### config.mk
export PLATFORM = sky130hd
export DESIGN_NAME = tree_plru
export DESIGN_NICKNAME = d
export VERILOG_FILES = /design/src/rtl/plru_pkg.sv /design/src/rtl/plru_set_cell.sv /design/src/rtl/plru_victim_mux.sv /design/src/rtl/tree_plru.sv
export SDC_FILE = /design/constraint.sdc
export NUM_CORES = 1
export LEC_CHECK = 0
export ABC_AREA = 0
export BUFFER_PORTS_ARGS = -buffer_cell sky130_fd_sc_hd__buf_2
export CAP_MARGIN = 10
export CORE_ASPECT_RATIO = 0.7
export CORE_MARGIN = 2
export CORE_UTILIZATION = 55
export CTS_CLUSTER_SIZE = 12
export DETAILED_ROUTE_END_ITERATION = 10
export PLACE_DENSITY_LB_ADDON = 0.08
export SYNTH_ARGS = -nofsm -noshare
export SYNTH_HDL_FRONTEND = slang
export SYNTH_SLANG_ARGS = --single-unit
### constraint.sdc
create_clock -name clk -period 1.5 [get_ports clk]
set_input_delay 0.15 -clock clk [delete_from_list [all_inputs] [get_ports clk]]
set_output_delay 0.15 -clock clk [all_outputs]
set_load 0.05 [all_outputs]
### src/rtl/plru_pkg.sv
package plru_pkg;

  typedef logic [1:0] way_t;

  // root: 0 = low pair {0,1}, 1 = high pair {2,3}
  // lo  : choice inside the low pair, hi: choice inside the high pair
  typedef struct packed {
    logic root;
    logic lo;
    logic hi;
  } tree_t;

  localparam int TREE_W = $bits(tree_t);

  // Mark the path toward way w as most recently used.
  function automatic tree_t tree_touch(input tree_t cur, input way_t w);
    tree_t nxt;
    nxt      = cur;
    nxt.root = w[1];
    if (w[1]) nxt.hi = w[0];
    else      nxt.lo = w[0];
    return nxt;
  endfunction

  // Walk opposite to every stored direction.
  function automatic way_t tree_pick(input tree_t cur);
    way_t v;
    v[1] = ~cur.root;
    v[0] = v[1] ? ~cur.hi : ~cur.lo;
    return v;
  endfunction

endpackage

### src/rtl/plru_set_cell.sv
module plru_set_cell
  import plru_pkg::*;
(
  input  logic  clk,
  input  logic  rst_n,
  input  logic  touch,
  input  way_t  touch_way,
  output tree_t tree_q
);

  tree_t tree_d;

  always_comb begin
    tree_d = tree_q;
    if (touch) tree_d = tree_touch(tree_q, touch_way);
  end

  always_ff @(posedge clk) begin
    if (!rst_n) tree_q <= '0;
    else        tree_q <= tree_d;
  end

endmodule

### src/rtl/plru_victim_mux.sv
module plru_victim_mux
  import plru_pkg::*;
#(
  parameter int NUM_SETS = 16,
  localparam int SET_W = (NUM_SETS > 1) ? $clog2(NUM_SETS) : 1
) (
  input  logic [NUM_SETS*TREE_W-1:0] tree_flat,
  input  logic [SET_W-1:0]           sel_set,
  output tree_t                      sel_tree,
  output way_t                       victim
);

  always_comb begin
    sel_tree = '0;
    for (int i = 0; i < NUM_SETS; i++) begin
      if (SET_W'(i) == sel_set) sel_tree = tree_t'(tree_flat[i*TREE_W +: TREE_W]);
    end
    victim = tree_pick(sel_tree);
  end

endmodule

### src/rtl/tree_plru.sv
module tree_plru
  import plru_pkg::*;
#(
  parameter int NUM_SETS = 16,
  localparam int SET_W = (NUM_SETS > 1) ? $clog2(NUM_SETS) : 1
) (
  input  logic             clk,
  input  logic             rst_n,
  input  logic             acc_valid,
  input  logic [SET_W-1:0] acc_set,
  input  logic [1:0]       acc_way,
  input  logic [SET_W-1:0] qry_set,
  output logic [1:0]       victim_way
);

  logic [NUM_SETS-1:0]        touch_vec;
  logic [NUM_SETS*TREE_W-1:0] tree_flat;
  tree_t                      qry_tree;

  for (genvar g = 0; g < NUM_SETS; g++) begin : g_set
    tree_t cell_q;
    assign touch_vec[g] = acc_valid && (acc_set == SET_W'(g));
    plru_set_cell u_cell (
      .clk       (clk),
      .rst_n     (rst_n),
      .touch     (touch_vec[g]),
      .touch_way (acc_way),
      .tree_q    (cell_q)
    );
    assign tree_flat[g*TREE_W +: TREE_W] = cell_q;
  end

  plru_victim_mux #(.NUM_SETS(NUM_SETS)) u_mux (
    .tree_flat (tree_flat),
    .sel_set   (qry_set),
    .sel_tree  (qry_tree),
    .victim    (victim_way)
  );

endmodule

==> run metrics <==
Largest Register g_set.u_cell.tree_q; min cycle time layout 2.225 ns; Max-Cap Viols 0; Slew Limit Fails 0; most common cell after layout, fill and taps aside dfxtp_1; Die Width 86.75 um; worst hold start rst_n; layout cells sized above 1 0.1952; initial core utilization 0.5605; sequential share of the synthesized area 0.3645; final hold viol count 0; first-pass GRT wire length 10,810 um; largest net degree at the start of global routing 33; routed vias/inst 5.838; CTS buffer count 5; Reg power frac 0.488; max FFs per register 48; EDFF count, synth 0; Site Rows 21; Crit Reg-Reg Endpoint g_set[12].u_cell.tree_q[1]; Worst Reg-to-Reg Cells 3; syn_area_per_cell 8.729 sq um; Total GRT Usage 0.2667; CTS HTree Levels 2; crit path DAT 2.07 ns; Regs by FF count g_set.u_cell.tree_q x48; Worst Hold Depth 2; worst r2r src g_set[12].u_cell.tree_q[1]; n_diodes 0; Clock Power Share 0.373; # setup viols final 2; number of global-route vias before repair 2,123; Vias 2,277; slew of the pin with the lowest slew margin 0.5756 ns; Hold EP g_set[10].u_cell.tree_q[2]; final non-filler cell total 390; Comb power frac 0.139; ys flop type dfxtp_1; ys async rst share 0; most frequent cells in the layout dfxtp_1 (48), nor2b_1 (39), mux2i_1 (38); antenna violations before repair 0; DRC errors left 0; DP Cell Count 381; core area 4703 sq um; Reg2Reg Setup Slack 0.78 ns; Yosys warnings 0; Critical Path Fanout Max 2; root buf cell clkbuf_8; Hold Buf Count CTS 0; io pins 15; Power Total 2.648 mW; Post-Syn Instances 302; area leader, netlist dfxtp_1; #FFs+latches synth 48; crit start category flop; sw frac 0.2493; fin nets 345; Hold Worst Slack 0.2637 ns; initial DRC count 210; post-DP HPWL 4682 um; status finished, violations left; CTS tree yes; Unique masters post-synth 45; Crit Path Category reg2out; final wirelength 6711 um; Place WS -0.5302 ns; Congestion Overflow GR 0; DRT Pass-1 Iters 4; Die Y 61.93 um; fin crit share 1.483; PortBufs 14; class of the tightest hold or removal check in2reg; failing checks negative setup slack; cell area after synthesis 2636 sq um; switching power total 0.6600 mW; CP Capture Type output pin; Power Internal 1.988 mW; unrepaired setup endpoints after global routing true; total leakage power 1.184 nW; P per Cell Area 852.6 nW/um^2; syn nets 315; deepest clock path buffer count 2; skew final 0 ns; full die area 5372 sq um; placer's final routability congestion estimate 0.8720; Sink Count 48; Max Freq 449.5 MHz; CP required 1.35 ns; DR WL/cell 17.21 um; final worst setup slack -0.7245 ns; synth top area cells dfxtp_1 (36%), mux2i_1 (14%), nor2b_1 (9.3%); peak supply drop 481.1 uV; Slew Limit Headroom 0.6163; clk slew on worst S/H paths 0.09 ns; final antenna-violating net count 0; Layout area overhead 17.80%; clk_lat worst skew 0.31 ns; Yosys top cell area share 0.3645
[power by group through the flow]
stage / Combinational (mW) / Clock (mW) / Sequential [mW]
after detailed placement: 0.349 / 0 / 1.32
after global routing: 0.397 / 1.05 / 1.29
after CTS: 0.359 / 1.00 / 1.29
final: 0.368 / 0.988 / 1.29
after floorplan: 0.209 / 0 / 1.32
after global placement: 0.347 / 0 / 1.32
[per-stage QoR]
step	area, sq um	util	TNS, ns
2_1_floorplan	2643	-	-0.6368
3_3_place_gp	2949	0.6270	-0.8820
3_5_place_dp	2949	0.6270	-0.9075
4_1_cts	3088	0.6566	-1.276
5_1_grt	3105	0.6603	-1.532
6_report	3105	0.6603	-1.400
[synth_stat cells (9+ instances only)]
cell,n
a21boi_0,17
clkbuf_1,16
dfxtp_1,48
mux2i_1,38
nand2_1,22
nand2b_1,11
nor2_1,18
nor2b_1,39
nor3_1,14
o21ai_0,9
[worst max path at each step]
stage / startpoint / to / depth (start not counted)
after floorplan: g_set[3].u_cell.tree_q[2] / victim_way[0] / 5
after global placement: qry_set[0] / victim_way[0] / 7
after detailed placement: qry_set[0] / victim_way[0] / 7
after CTS: g_set[2].u_cell.tree_q[2] / victim_way[0] / 6
after global routing: g_set[3].u_cell.tree_q[2] / victim_way[0] / 6
final: g_set[2].u_cell.tree_q[2] / victim_way[0] / 6
[per-layer routing]
layer | wire (um) | vias to the layer above | track usage
met1 | 3362 | 1068 | 0.3933
met3 | 453 | 13 | 0.06341
met2 | 2808 | 67 | 0.3923
met4 | 87 | 0 | 0.07366
met5 | 0 | - | 0
li1 | - | 1129 | -
[logic make-up after synthesis]
group / share of synthesized area
AOI/OAI and AO/OA: 0.1410
buffers and inverters: 0.04082
DFF: 0.3645
muxes: 0.1813
and+or+nand+nor: 0.2724
[area by class of cell]
class / count / area, sq um
fill: 411 / 1598
multi-input combinational: 227 / 1585
sequential: 48 / 960.9
timing repair buffer: 46 / 351.6
clock buffer: 6 / 82.58
tap: 57 / 71.32
clock inverter: 2 / 38.79
inverter: 4 / 15.01
[timing repair]
item                       4_1_cts  5_1_grt
resized for setup                5        4
setup endpoints to repair        2        2
buffers inserted                 0        1
pin swaps                        1        2
[worst max-delay path: stages (launching register included)]
cell,delay (ns)
dfxtp_1,0.33
mux4_2,0.47
a22oi_2,0.22
o21ai_2,0.09
or2_4,0.27
o31ai_4,0.19
buf_6,0.19
No activity file was read; power rests on OpenSTA's default activity.
